### src/rtl/agen_pkg.sv
`timescale 1ns/1ps
package agen_pkg;
  typedef enum logic [2:0] {
    AM_ABS16    = 3'd0,
    AM_ABS23    = 3'd1,
    AM_PAGE     = 3'd2,
    AM_STACK    = 3'd3,
    AM_IOPG     = 3'd4,
    AM_IND      = 3'd5,
    AM_IND_INC  = 3'd6,
    AM_IND_CIRC = 3'd7
  } agen_mode_e;

  function automatic logic is_indirect(input agen_mode_e m);
    return (m == AM_IND) || (m == AM_IND_INC) || (m == AM_IND_CIRC);
  endfunction
endpackage

### src/rtl/agen_rst_sync.sv
`timescale 1ns/1ps
module agen_rst_sync #(
  parameter int STAGES = 2
) (
  input  logic clk,
  input  logic rst_n,
  output logic rst_sync_n
);
  logic [STAGES-1:0] chain_q;

  always_ff @(posedge clk or negedge rst_n) begin
    if (!rst_n) chain_q <= '0;
    else        chain_q <= {chain_q[STAGES-2:0], 1'b1};
  end

  assign rst_sync_n = chain_q[STAGES-1];
endmodule

### src/rtl/agen_direct.sv
`timescale 1ns/1ps
module agen_direct
  import agen_pkg::*;
#(
  parameter int ADDR_W = 23,
  parameter int PTR_W  = 16,
  parameter int IOPG_W = 9
) (
  input  agen_mode_e              mode,
  input  logic [ADDR_W-PTR_W-1:0] page_hi,
  input  logic [ADDR_W-PTR_W-1:0] stack_hi,
  input  logic [PTR_W-1:0]        dpage_ptr,
  input  logic [PTR_W-1:0]        stack_ptr,
  input  logic [IOPG_W-1:0]       io_page,
  input  logic [ADDR_W-1:0]       imm,
  output logic [ADDR_W-1:0]       addr,
  output logic                    io_space
);
  localparam int HI_W    = ADDR_W - PTR_W;
  localparam int IOOFF_W = PTR_W - IOPG_W;

  logic [PTR_W-1:0] short_off;
  logic [PTR_W-1:0] page_sum;
  logic [PTR_W-1:0] stack_sum;
  logic [PTR_W-1:0] io_addr;

  // 16-bit sums drop their carry so the page bits are never disturbed
  always_comb begin
    short_off = imm[PTR_W-1:0];
    page_sum  = dpage_ptr + short_off;
    stack_sum = stack_ptr + short_off;
    io_addr   = {io_page, imm[IOOFF_W-1:0]};
  end

  always_comb begin
    addr     = '0;
    io_space = 1'b0;
    unique case (mode)
      AM_ABS16: addr = {page_hi, short_off};
      AM_ABS23: addr = imm;
      AM_PAGE:  addr = {page_hi, page_sum};
      AM_STACK: addr = {stack_hi, stack_sum};
      AM_IOPG: begin
        addr     = {{HI_W{1'b0}}, io_addr};
        io_space = 1'b1;
      end
      default:  addr = '0;
    endcase
  end
endmodule

### src/rtl/agen_indirect.sv
`timescale 1ns/1ps
module agen_indirect
  import agen_pkg::*;
#(
  parameter int ADDR_W  = 23,
  parameter int PTR_W   = 16,
  parameter bit CIRC_EN = 1'b1
) (
  input  agen_mode_e              mode,
  input  logic [ADDR_W-PTR_W-1:0] page_hi,
  input  logic [PTR_W-1:0]        ar_val,
  input  logic [PTR_W-1:0]        circ_base,
  input  logic [PTR_W-1:0]        circ_len,
  output logic [ADDR_W-1:0]       addr,
  output logic [PTR_W-1:0]        ar_next,
  output logic                    ar_upd
);
  logic [PTR_W-1:0] bumped;
  logic             circ_wrap;

  assign addr   = {page_hi, ar_val};
  assign bumped = ar_val + PTR_W'(1);
  assign ar_upd = (mode == AM_IND_INC) || (mode == AM_IND_CIRC);

  generate
    if (CIRC_EN) begin : g_circ
      logic [PTR_W-1:0] buf_end;
      assign buf_end   = circ_base + circ_len;
      assign circ_wrap = (mode == AM_IND_CIRC) && (bumped == buf_end);
    end else begin : g_linear
      logic unused_circ;
      assign unused_circ = ^{circ_base, circ_len};
      assign circ_wrap   = 1'b0;
    end
  endgenerate

  always_comb begin
    if (circ_wrap) ar_next = circ_base;
    else           ar_next = bumped;
  end
endmodule

### src/rtl/dsp_agen.sv
`timescale 1ns/1ps
module dsp_agen
  import agen_pkg::*;
#(
  parameter int ADDR_W      = 23,
  parameter int PTR_W       = 16,
  parameter int IOPG_W      = 9,
  parameter int NUM_AR      = 8,
  parameter int SYNC_STAGES = 2,
  parameter bit CIRC_EN     = 1'b1
) (
  input  logic                       clk,
  input  logic                       rst_n,
  input  logic                       in_valid,
  input  logic [2:0]                 mode,
  input  logic [ADDR_W-PTR_W-1:0]    page_hi,
  input  logic [ADDR_W-PTR_W-1:0]    stack_hi,
  input  logic [PTR_W-1:0]           dpage_ptr,
  input  logic [PTR_W-1:0]           stack_ptr,
  input  logic [IOPG_W-1:0]          io_page,
  input  logic [ADDR_W-1:0]          imm,
  input  logic [$clog2(NUM_AR)-1:0]  ar_idx,
  input  logic [PTR_W-1:0]           ar_val,
  input  logic [PTR_W-1:0]           circ_base,
  input  logic [PTR_W-1:0]           circ_len,
  output logic                       out_valid,
  output logic [ADDR_W-1:0]          addr,
  output logic                       io_space,
  output logic [PTR_W-1:0]           ar_next,
  output logic                       ar_we,
  output logic [$clog2(NUM_AR)-1:0]  ar_wb_idx
);
  localparam int IDX_W = $clog2(NUM_AR);

  agen_mode_e mode_e;
  logic       rst_sync_n;

  logic [ADDR_W-1:0] dir_addr, ind_addr;
  logic              dir_io;
  logic [PTR_W-1:0]  ind_next;
  logic              ind_upd;

  logic [ADDR_W-1:0] addr_d,  addr_q;
  logic              io_d,    io_q;
  logic [PTR_W-1:0]  next_d,  next_q;
  logic [IDX_W-1:0]  idx_d,   idx_q;
  logic              we_d,    we_q;
  logic              vld_d,   vld_q;

  assign mode_e = agen_mode_e'(mode);

  agen_rst_sync #(.STAGES(SYNC_STAGES)) u_rst (
    .clk        (clk),
    .rst_n      (rst_n),
    .rst_sync_n (rst_sync_n)
  );

  agen_direct #(.ADDR_W(ADDR_W), .PTR_W(PTR_W), .IOPG_W(IOPG_W)) u_dir (
    .mode      (mode_e),
    .page_hi   (page_hi),
    .stack_hi  (stack_hi),
    .dpage_ptr (dpage_ptr),
    .stack_ptr (stack_ptr),
    .io_page   (io_page),
    .imm       (imm),
    .addr      (dir_addr),
    .io_space  (dir_io)
  );

  agen_indirect #(.ADDR_W(ADDR_W), .PTR_W(PTR_W), .CIRC_EN(CIRC_EN)) u_ind (
    .mode      (mode_e),
    .page_hi   (page_hi),
    .ar_val    (ar_val),
    .circ_base (circ_base),
    .circ_len  (circ_len),
    .addr      (ind_addr),
    .ar_next   (ind_next),
    .ar_upd    (ind_upd)
  );

  // next-state
  always_comb begin
    vld_d  = in_valid;
    we_d   = in_valid & ind_upd;
    addr_d = is_indirect(mode_e) ? ind_addr : dir_addr;
    io_d   = dir_io;
    next_d = ind_next;
    idx_d  = ar_idx;
  end

  // control registers: update every cycle
  always_ff @(posedge clk or negedge rst_sync_n) begin
    if (!rst_sync_n) begin
      vld_q <= 1'b0;
      we_q  <= 1'b0;
    end else begin
      vld_q <= vld_d;
      we_q  <= we_d;
    end
  end

  // data registers: clock-enabled by an accepted request
  always_ff @(posedge clk or negedge rst_sync_n) begin
    if (!rst_sync_n) begin
      addr_q <= '0;
      io_q   <= 1'b0;
      next_q <= '0;
      idx_q  <= '0;
    end else if (in_valid) begin
      addr_q <= addr_d;
      io_q   <= io_d;
      next_q <= next_d;
      idx_q  <= idx_d;
    end
  end

  assign out_valid = vld_q;
  assign addr      = addr_q;
  assign io_space  = io_q;
  assign ar_next   = next_q;
  assign ar_we     = we_q;
  assign ar_wb_idx = idx_q;
endmodule

### config.mk
export PLATFORM = sky130hd
export DESIGN_NAME = dsp_agen
export DESIGN_NICKNAME = d
export VERILOG_FILES = /design/src/rtl/agen_pkg.sv /design/src/rtl/agen_rst_sync.sv /design/src/rtl/agen_direct.sv /design/src/rtl/agen_indirect.sv /design/src/rtl/dsp_agen.sv
export SDC_FILE = /design/constraint.sdc
export NUM_CORES = 1
export LEC_CHECK = 0
export ABC_AREA = 1
export BUFFER_PORTS_ARGS = -buffer_cell sky130_fd_sc_hd__buf_2
export CAP_MARGIN = 25
export CORE_MARGIN = 1.5
export CORE_UTILIZATION = 40
export DETAILED_ROUTE_END_ITERATION = 16
export PLACE_DENSITY_LB_ADDON = 0.2
export SYNTH_ARGS = -nofsm -noshare
export SYNTH_HDL_FRONTEND = slang
export SYNTH_SLANG_ARGS = --single-unit
### constraint.sdc
create_clock -name clk -period 1.65 [get_ports clk]
set_input_delay 0.33 -clock clk [delete_from_list [all_inputs] [get_ports clk]]
set_output_delay 0.33 -clock clk [all_outputs]
set_load 0.05 [all_outputs]
==> results by group, run 1 <==
Status
  • Status: finished, violations left
  • Failing checks: negative setup slack

Timing
  • Fin. max-slew vios: 0
  • Rel. slew slack: 0.658
  • Setup TNS: -16.37 ns
  • Fmax: 434 MHz
  • Final period util: 1.40
  • Post-route minimum period: ~2.3 ns
  • Final hold violation count: 0
  • Skew final: 0.00404 ns
  • Setup violators final: 31
  • Setup WS post-layout: -0.656 ns
  • Slew @ Worst Pin: 0.513 ns
  • RSZ-0062 raised after global routing: yes

Floorplanning
  • Top Ports: 180
  • Width of the die: 118 um
  • Die area: about 14000 um2
  • Initial Util: 0.413
  • Core area: about 13000 um2
  • Row count: roughly 40
  • Die height: ~120 um

Detailed routing
  • Vias per std cell: 4.90
  • Via count: 6727
  • Antenna Nets Post-Route: 0
  • Drc violations: 0
  • Total iterations of the first detailed-routing run: 5
  • Routed len/inst: 13.3 um
  • Drt initial violations: 373
  • Wirelength, routed: about 18000 um

Clock network
  • Root buf cell: clkbuf_16
  • CTS H-tree lvls: 2
  • Number of buffers created by CTS: 5
  • Clock Latency Late Sink: about 0.30 ns
  • Clk pin slew, worst setup/hold paths: 0.07 ns
  • Clock net sink count: 47
  • CTS tree: yes
  • Max clock buf depth: 2

Pwr
  • Seq pwr share: 0.258
  • Combinational power share: 0.538
  • NetSw: 2.20 mW
  • Pwr dens: about 620 nW/um2
  • Sw Ratio: 0.421
  • Clock Power Share: 0.204
  • Internal cell power: 3.03 mW
  • P_leak: 4.65 nW
  • Peak supply drop: 0.566 mV

Placed design
  • GPL Wtd Cong: 0.971
  • Port bufs: around 180
  • Dpl hpwl: 14700 um

Global route
  • First-pass GRT wire length: 30400 um
  • Pin count of the biggest net entering global routing: 46
  • Grt ovf: 0
  • GRT Overall Usage: 0.265
  • Initial antenna violation count: 0
  • Vias in the first global route: 6439

Setup path
  • CP dominant cell by count: buf_6
  • Critical Setup Path Class: in -> reg
  • Crit path max-delay family: buffers and inverters
  • Crit path required time: 1.87 ns
  • Critical-path cell list: buf_8 -> nand2_8 -> nor2_4 -> nand2_1 -> nand2_1 -> ha_2 -> inv_2 -> fa_2 -> buf_4 -> buf_4 -> buf_6 -> buf_6 -> buf_6 -> buf_6 -> xor2_1 -> o21ai_2 -> nand2_1 -> a31oi_1
  • Worst EP arrival: 2.53 ns
  • Max FO, Critical Path: 4
  • Worst setup EP type: register
  • Worst path bufs/invs: 8
  • Critical path's slowest cell: fa_2
  • Slowest stage delay, CP: 0.34 ns
  • Worst setup SP type: input port

Layout
  • Fraction of layout cells with a size suffix above 1: 0.408
  • Filler cell count: between 1000 and 1500
  • Final net count: 1372
  • ANT cells: 0
  • Post-layout util: 0.660
  • Area Overhead vs Synth: 59.7%

Synth
  • Most numerous cell in the Yosys netlist: nand2_1
  • Asr flop ratio synth: 1.00
  • Largest cells by area after synthesis: nand2_1 23%, dfrtp_1 22%, inv_1 8.6%, ha_1 8.3%, nand3_1 7.3%
  • Ys Warns: 0
  • Yosys cell types: 47
  • Yosys top cell by area: nand2_1
  • Yosys reg bits: 47
  • Synthesized area: 5260 um2
  • Top FF cell, synth: dfrtp_1
  • Post-synth EDFFs: 0
  • Post-synthesis cell count: ~860
  • Register area share after synthesis: 0.224
  • Commonest cells in the netlist: 323 x nand2_1, 121 x inv_1, 77 x nand3_1
  • Synth Area per Inst: 6.10 um2
  • Top-area cell type share of the netlist area: 0.231
  • Syn Nets: 1034

Run
  • Max-cap violations: 0

Hold path
  • Hold crit path type: reg -> async
-- path summary, 6_finish.rpt --
kind / startpoint / endpoint / slack, ns / cells after the start
min in group clk: ar_idx[0] / ar_wb_idx[0] / 0.24 / 3
worst max-delay path: mode[0] / addr[2] / -0.66 / 18
worst min register to register: u_rst.chain_q[1] / addr[13] / 0.24 / 1
worst min-delay path: u_rst.chain_q[1] / addr[13] / 0.24 / 1
max in group asynchronous: u_rst.chain_q[1] / addr[19] / 1.18 / 1
worst max register to register: addr[17] / addr[17] / 0.97 / 1
-- cells by family (layout without fill, tap and decap cells) --
logic type / after synthesis / in the layout / synth area share
other: 1 / 1 / 0.000713
buffers and inverters: 148 / 486 / 0.110
adder cells (fa/ha/maj): 37 / 37 / 0.0909
XOR/XNOR: 12 / 12 / 0.0200
AND/OR/NAND/NOR: 504 / 505 / 0.426
flip-flops: 47 / 47 / 0.224
AO/OA/AOI/OAI: 112 / 112 / 0.127
multiplexers: 1 / 1 / 0.00190
-- registers in the layout, indices dropped and copies added, names as in the netlist --
signal,cells
addr,23
out_valid,1
ar_next,16
ar_wb_idx,3
u_rst.chain_q,2
io_space,1
ar_we,1
-- layout make-up --
| cell class | count | area [um2] | area share |
|---|---|---|---|
| well taps | 172 | 215 | 0.0256 |
| multi-input cells | 668 | 4010 | 0.478 |
| flip-flops and latches | 47 | 1180 | 0.140 |
| clock buffers | 7 | 143 | 0.0170 |
| repair buffers | 351 | 2360 | 0.281 |
| inverters | 127 | 477 | 0.0568 |
| clock inverters | 1 | 8.76 | 0.00104 |
-- metal layers --
layer	vias up	routed length [um]	track usage
met1	3039	8840	0.377
met4	0	244	0.0503
li1	3453	-	-
met5	-	0	0
met3	19	1180	0.0455
met2	216	8000	0.425
-- power groups by stage --
stage	clock network (mW)	logic (mW)	registers (mW)
floorplan	0	1.06	1.80
global placement	0	2.49	1.37
detailed placement	0	2.52	1.36
CTS	1.09	2.69	1.35
global route	1.13	3.08	1.36
finish	1.07	2.82	1.35
-- what timing repair did --
action,in CTS,in global routing
endpoints found under the hold margin,2,0
cloned,1,0
gates resized for setup,79,49
setup buffers,7,5
pin swaps,50,17
endpoints found under the setup margin,31,32
hold buffers,1,0
-- stage by stage --
step | total power [mW] | area [um2] | cells | worst slack, ns | hold WS (ns)
finish | 5.23 | 8400 | 1373 | -0.656 | 0.237
floorplan | 2.85 | 5340 | 862 | -0.933 | 0.0344
global placement | 3.86 | 7610 | 1351 | -1.01 | 0.117
CTS | 5.13 | 8180 | 1368 | -0.581 | 0.231
global route | 5.56 | 8400 | 1373 | -0.778 | 0.264
detailed placement | 3.88 | 7610 | 1351 | -1.06 | 0.121
-- placed cells by master (no fill, tap or decap), drive strengths merged --
| cell | n |
|---|---|
| or2 | 2 |
| buf | 350 |
| fa | 2 |
| nor4 | 1 |
| a21oi | 36 |
| o21ai | 41 |
| ha | 35 |
| dlygate4sd3 | 1 |
| o21a | 1 |
| a21boi | 1 |
| inv | 126 |
| clkbuf | 7 |
| dfrtp | 47 |
| xor2 | 7 |
| nand3b | 6 |
| a221oi | 10 |
| conb | 1 |
| mux2i | 1 |
| o31ai | 1 |
| nand4 | 10 |
| clkinv | 2 |
| xnor2 | 5 |
| o2111ai | 1 |
| o22ai | 2 |
| nand2 | 329 |
| o21bai | 2 |
| nand3 | 92 |
| o211ai | 6 |
| nor2 | 60 |
| a22o | 1 |
| o22a | 7 |
| nor3 | 5 |
| a31oi | 3 |
(Power assumes the default switching activity.)
==> run 2: changes to the inputs <==
--- a/config.mk
+++ b/config.mk
@@ -5,7 +5,6 @@
 export SDC_FILE = /design/constraint.sdc
 export NUM_CORES = 1
 export LEC_CHECK = 0
-export ABC_AREA = 1
 export BUFFER_PORTS_ARGS = -buffer_cell sky130_fd_sc_hd__buf_2
 export CAP_MARGIN = 25
 export CORE_MARGIN = 1.5
==> run 2 against run 1 <==
The run still ends with negative setup slack left. Synthesized cell count shrank 40%. Via count shrank 19%. Total power grew 0.96%. Register-to-register slack lost 0.27 ns. First-iteration DRC count shrank 17%. Core utilization grew 1.1 points. Sequential share of layout area grew 1.3 points. Largest power group unchanged.
==> results by group, run 2 <==
Status
  • Status: finished, violations left
  • Failing checks: negative setup slack

Synth
  • Top FF cell, synth: dfrtp_1
  • Syn Nets: between 600 and 700
  • Most numerous cell in the Yosys netlist: dfrtp_1
  • Post-synthesis cell count: 518
  • Register area share after synthesis: 0.250
  • Post-synth EDFFs: 0
  • Synthesized area: between 4000 and 5000 um2
  • Yosys reg bits: 47
  • Yosys top cell by area: dfrtp_1
  • Ys Warns: 0
  • Asr flop ratio synth: 1.00
  • Yosys cell types: 67
  • Synth Area per Inst: 9.09 um2
  • Largest cells by area after synthesis: dfrtp_1 25%, ha_1 9.3%, mux2_2 7.7%, xnor2_1 6.5%, a21oi_1 3.3%
  • Top-area cell type share of the netlist area: 0.250
  • Commonest cells in the netlist: 47 x dfrtp_1, 35 x ha_1, 35 x xnor2_1

Clock network
  • Clock net sink count: 47
  • Clock Latency Late Sink: between 0.2 and 0.3 ns
  • Number of buffers created by CTS: 5
  • Clk pin slew, worst setup/hold paths: 0.07 ns
  • CTS H-tree lvls: 2
  • Max clock buf depth: 2
  • Root buf cell: clkbuf_16
  • CTS tree: yes

Layout
  • Post-layout util: 0.671
  • Final net count: 1013
  • Fraction of layout cells with a size suffix above 1: 0.555
  • Most frequent cells in the layout: 175 x buf_2, 151 x buf_4, 46 x dfrtp_1
  • Area Overhead vs Synth: 63.4%
  • Max reg flops: 23
  • Layout Cells excl Fill: just under 1000
  • Filler cell count: about 950
  • Design area: 7700 um2
  • Commonest non-fill, non-tap cell in the layout: buf_2
  • ANT cells: 0

Placed design
  • Pre-CTS setup slack: -1.46 ns
  • Placed Instances: 965
  • Dpl hpwl: ~14000 um
  • Placed Area: approximately 7000 um2
  • GPL Wtd Cong: about 0.93
  • Port bufs: 179

Global route
  • Vias in the first global route: 5550
  • Pin count of the biggest net entering global routing: 37
  • First-pass GRT wire length: 27700 um
  • GR met3 Demand/Resource: 0.0321
  • Grt ovf: 0
  • GRT Overall Usage: 0.275
  • Met2 Use GR: 0.500
  • Top Usage Layer GRT: met2
  • Initial antenna violation count: 0
  • Met1 Use GR: 0.340

Setup path
  • Worst setup EP type: register
  • Slowest stage delay, CP: 0.41 ns
  • Crit path required time: roughly 1.8 ns
  • Worst setup SP type: input port
  • Max FO, Critical Path: 7
  • Critical Setup Path Class: in -> reg
  • Critical path's slowest cell: nor4_4
  • Worst EP arrival: 2.78 ns
  • Critical-path cell list: buf_8 -> ha_4 -> inv_2 -> fa_2 -> nor2b_2 -> o31a_1 -> o21a_1 -> buf_6 -> a21boi_4 -> xnor2_2 -> nor4_4 -> buf_4 -> a311oi_1 -> a311o_1

Timing
  • Setup TNS: -24.68 ns
  • Fmax: 384 MHz
  • Slew @ Worst Pin: 0.548 ns
  • Setup WS post-layout: -0.956 ns
  • RSZ-0062 raised after global routing: yes
  • Post-route minimum period: ~2.6 ns
  • Final period util: 1.58
  • Worst hold slack: roughly 0.26 ns
  • Rel. slew slack: 0.635
  • Setup violators final: 31
  • Skew final: 0.00847 ns
  • Final hold violation count: 0
  • Fin. max-slew vios: 0

Detailed routing
  • Vias per std cell: between 5 and 6
  • Via count: 5474
  • Drt initial violations: 308
  • Wirelength, routed: ~18000 um
  • Antenna Nets Post-Route: 0
  • Routed len/inst: around 18 um
  • Drc violations: 0
  • Total iterations of the first detailed-routing run: 5

Pwr
  • Pwr dens: 686 nW/um2
  • Peak supply drop: 0.360 mV
  • P_leak: ~3.6 nW
  • Pwr Total: 5.28 mW

Run
  • Max-cap violations: 0

Floorplanning
  • Die area: 12400 um2
  • Initial Util: 0.411
  • Core area: 11500 um2
  • Width of the die: 112 um
  • Die height: 112 um
  • Top Ports: between 150 and 200
  • Row count: 39

Hold path
  • Hold crit path type: reg -> async
## run 2: cell types whose count changed in the layout (fill, tap and decap cells not counted), sizes merged, moves of 12 or more
cell / change
nand2: -301
xnor2: +30
nand3: -81
o21ai: -17
a311oi: +15
nor2: -37
inv: -108
mux2: +32
a311o: +14
nor2b: +20
o22ai: +12
## run 2: timing repair
| action | CTS | global route |
|---|---|---|
| hold buffers | 1 | 0 |
| endpoints found under the setup margin | 31 | 31 |
| pin swaps | 41 | 22 |
| gates resized for setup | 64 | 22 |
| hold endpoints to repair | 2 | 0 |
| setup buffers | 8 | 5 |
| gates cloned | 1 | 0 |
## run 2: report_power, final
part,total [mW],internal [mW],switching [mW],leakage (nW)
Clock,1.03,0.564,0.463,0.0708
Combinational,2.87,1.27,1.60,2.97
Sequential,1.38,1.29,0.0929,0.561
## run 2: area by class of cell
class | instances | area, um2 | share of cell area
Inverter | 19 | 76.3 | 0.00992
Clock inverter | 2 | 13.8 | 0.00179
Timing Repair Buffer | 342 | 2240 | 0.291
Tap cell | 143 | 179 | 0.0232
Clock buffer | 6 | 129 | 0.0167
Sequential cell | 47 | 1180 | 0.153
Multi-Input combinational cell | 426 | 3880 | 0.505
## run 2: worst max-delay path: cells and delay by family
| family | cells | cell delay [ns] |
|---|---|---|
| compound gates | 5 | 0.99 |
| buf+inv | 4 | 0.50 |
| simple gates | 2 | 0.47 |
| fa+ha+maj | 2 | 0.40 |
| xor+xnor | 1 | 0.09 |
## run 2: final timing paths
| check | start | end | slack (ns) | cells past startpoint |
|---|---|---|---|---|
| max | circ_base[0] | ar_next[13] | -0.96 | 14 |
| min | u_rst.chain_q[1] | ar_next[12] | 0.26 | 0 |
| max reg2reg | ar_next[5] | ar_next[5] | 0.70 | 2 |
| min reg2reg | u_rst.chain_q[1] | ar_next[12] | 0.26 | 0 |
| max in group asynchronous | u_rst.chain_q[1] | addr[18] | 0.83 | 1 |
| min in group clk | ar_idx[0] | ar_wb_idx[0] | 0.26 | 2 |
## run 2: layer usage
metal / wire (um) / vias to the layer above / share of wire
li1: - / 2607 / -
met1: 7400 / 2660 / 0.42
met2: 8920 / 181 / 0.51
met3: 778 / 26 / 0.044
met4: 408 / 0 / 0.023
met5: 0 / - / 0
## run 2: cell families after synthesis
kind of cell             count (synthesis)  synth area share
AO/OA/AOI/OAI                          167             0.251
flip-flops                              47             0.250
buffers and inverters                   45            0.0393
multiplexers                            40            0.0935
other                                    1          0.000796
XOR/XNOR                                51             0.107
AND/OR/NAND/NOR                        130             0.157
adder cells (fa/ha/maj)                 37             0.101
==> run 3: changes to the inputs <==
--- a/config.mk
+++ b/config.mk
@@ -5,6 +5,7 @@
 export SDC_FILE = /design/constraint.sdc
 export NUM_CORES = 1
 export LEC_CHECK = 0
+export ABC_AREA = 1
 export BUFFER_PORTS_ARGS = -buffer_cell sky130_fd_sc_hd__buf_2
 export CAP_MARGIN = 25
 export CORE_MARGIN = 1.5
==> constraint.sdc (replaced) <==
create_clock -name clk -period 2.09 [get_ports clk]
set_input_delay 0.418 -clock clk [delete_from_list [all_inputs] [get_ports clk]]
set_output_delay 0.418 -clock clk [all_outputs]
set_load 0.05 [all_outputs]
==> run 3 against run 2 <==
The flow still finishes with violations (negative setup slack). Highest routed layer unchanged. Worst hold slack better by 0.022 ns. Worst setup slack better by 0.63 ns. Clock-buffer cell count is 1 higher. Largest cell class unchanged. First-iteration DRC count is 19% higher. Register-to-register slack better by 0.42 ns. Critical path depth is 3 higher. Die area is 11% higher. Sequential cell count stayed put. Sequential power is 22% lower.
==> results by group, run 3 (synthesis gave the netlist of run 1 again) <==
Global route
  • Grt ovf: 0
  • Pin count of the biggest net entering global routing: between 50 and 60
  • Vias in the first global route: roughly 6400
  • First-pass GRT wire length: 30000 um
  • Initial antenna violation count: 0
  • GRT Overall Usage: 0.262

Layout
  • ANT cells: 0
  • Most frequent cells in the layout: 300 x nand2_1, 174 x buf_2, 131 x buf_4
  • Final net count: 1343
  • Max reg flops: 23
  • Layout Cells excl Fill: 1344
  • Fraction of layout cells with a size suffix above 1: 0.391
  • Commonest non-fill, non-tap cell in the layout: nand2_1
  • Area Overhead vs Synth: 53.6%

Timing
  • Skew final: 0.00516 ns
  • Slew @ Worst Pin: 0.694 ns
  • Setup TNS: -6.64 ns
  • Fin. max-slew vios: 0
  • Final period util: 1.16
  • Final hold violation count: 0
  • Fmax: 413 MHz
  • RSZ-0062 raised after global routing: yes
  • Setup WS post-layout: -0.331 ns
  • Rel. slew slack: 0.533
  • Post-route minimum period: between 2 and 2.5 ns
  • Setup violators final: 28

Clock network
  • Max clock buf depth: 2
  • CTS H-tree lvls: 2
  • Clk pin slew, worst setup/hold paths: 0.06 ns
  • CTS tree: yes
  • Clock Latency Late Sink: 0.29 ns
  • Root buf cell: clkbuf_16
  • Clock net sink count: 47
  • Number of buffers created by CTS: 5

Placed design
  • Pre-CTS setup slack: -0.730 ns
  • Placed Instances: 1325
  • Port bufs: 179
  • GPL Wtd Cong: ~0.94
  • Dpl hpwl: 14700 um

Setup path
  • Max FO, Critical Path: 8
  • Critical Setup Path Class: in -> reg
  • Worst setup EP type: register
  • Worst setup SP type: input port
  • Worst EP arrival: 2.64 ns
  • Crit path required time: between 2 and 2.5 ns

Run
  • Max-cap violations: 0

Floorplanning
  • Row count: 41
  • Top Ports: 180
  • Die height: around 120 um
  • Initial Util: 0.413
  • Die area: 13800 um2
  • Core area: 12700 um2
  • Width of the die: 118 um

Pwr
  • P_leak: ~4.5 nW
  • Peak supply drop: roughly 0.39 mV
  • Pwr dens: 496 nW/um2

Detailed routing
  • Routed len/inst: 13.7 um
  • Vias per std cell: 4.95
  • Total iterations of the first detailed-routing run: 5
  • Wirelength, routed: 18400 um
  • Antenna Nets Post-Route: 0
  • Drt initial violations: about 370
  • Via count: between 6000 and 7000
  • Drc violations: 0

Status
  • Status: finished, violations left
  • Failing checks: negative setup slack

Hold path
  • Hold crit path type: reg -> async
==> run 3: changes by cell type in the layout (fill, tap and decap cells not counted), moves of 14 or more <==
cell / previous run / this run
inv_1: 15 / 114
nor2_1: 22 / 48
nand2_2: 0 / 24
xnor2_1: 31 / 3
mux2_2: 24 / 0
a311o_1: 14 / 0
nand2_1: 26 / 300
nor2b_1: 18 / 0
nand3_2: 4 / 35
nand3_1: 7 / 55
buf_4: 151 / 131
==> run 3: path summary, 6_finish.rpt <==
kind | depth (start not counted) | end | startpoint | slack, ns
setup / recovery | 17 | ar_next[3] | circ_len[0] | -0.33
hold / removal | 0 | addr[13] | u_rst.chain_q[1] | 0.28
setup reg to reg | 1 | addr[19] | u_rst.chain_q[1] | 1.12
hold reg to reg | 0 | addr[13] | u_rst.chain_q[1] | 0.28
max in group asynchronous | 1 | addr[19] | u_rst.chain_q[1] | 1.12
min in group clk | 3 | ar_wb_idx[2] | ar_idx[2] | 0.35
==> run 3: cell type report <==
type | count | area, um2
clock buffers | 7 | 143
clock inverters | 1 | 5.00
fillers | 1279 | 4650
inverters | 127 | 477
multi-input cells | 668 | 3990
flip-flops and latches | 47 | 1180
well taps | 172 | 215
repair buffers | 322 | 2070
==> run 3: what timing repair did <==
item,CTS,global route
endpoints found under the setup margin,29,29
hold buffers,1,0
pin swaps,49,29
buffers inserted,6,5
resized for setup,76,49
hold endpoints to repair,2,0
cloned,2,0
==> run 3: where the power goes <==
part / leakage, nW / internal, mW / switching (mW)
registers: 0.565 / 1.01 / 0.0696
clock network: 0.0739 / 0.474 / 0.324
logic: 3.88 / 0.835 / 1.30
total: 4.52 / 2.32 / 1.69
==> run 3: stage by stage <==
stage	power, mW	hold slack [ns]	instance area [um2]	util
2_1_floorplan	2.25	0.122	5320	-
3_3_place_gp	2.99	0.205	7360	0.579
3_5_place_dp	3.01	0.205	7360	0.579
4_1_cts	3.91	0.293	7880	0.619
5_1_grt	4.25	0.331	8070	0.635
6_report	4.01	0.280	8070	0.635
==> run 3: routing by layer <==
metal	track usage	wire length [um]	up-vias
li1	-	-	3395
met1	0.367	8680	2996
met2	0.420	8200	239
met3	0.0446	1290	29
met4	0.0595	261	0
met5	0	0	-
==> run 3: worst max-delay path: stages <==
cell     delay, ns
buf_6         0.08
ha_4          0.12
inv_2         0.04
fa_2          0.54
or2_4         0.12
nand3_2       0.05
nor2_2        0.10
nand3_1       0.07
nor2_1        0.11
nand3_1       0.13
nor2_4        0.16
nand2_2       0.08
nor2_4        0.17
nand3_4       0.17
nand2_1       0.11
nand3_1       0.08
nand2_1       0.09
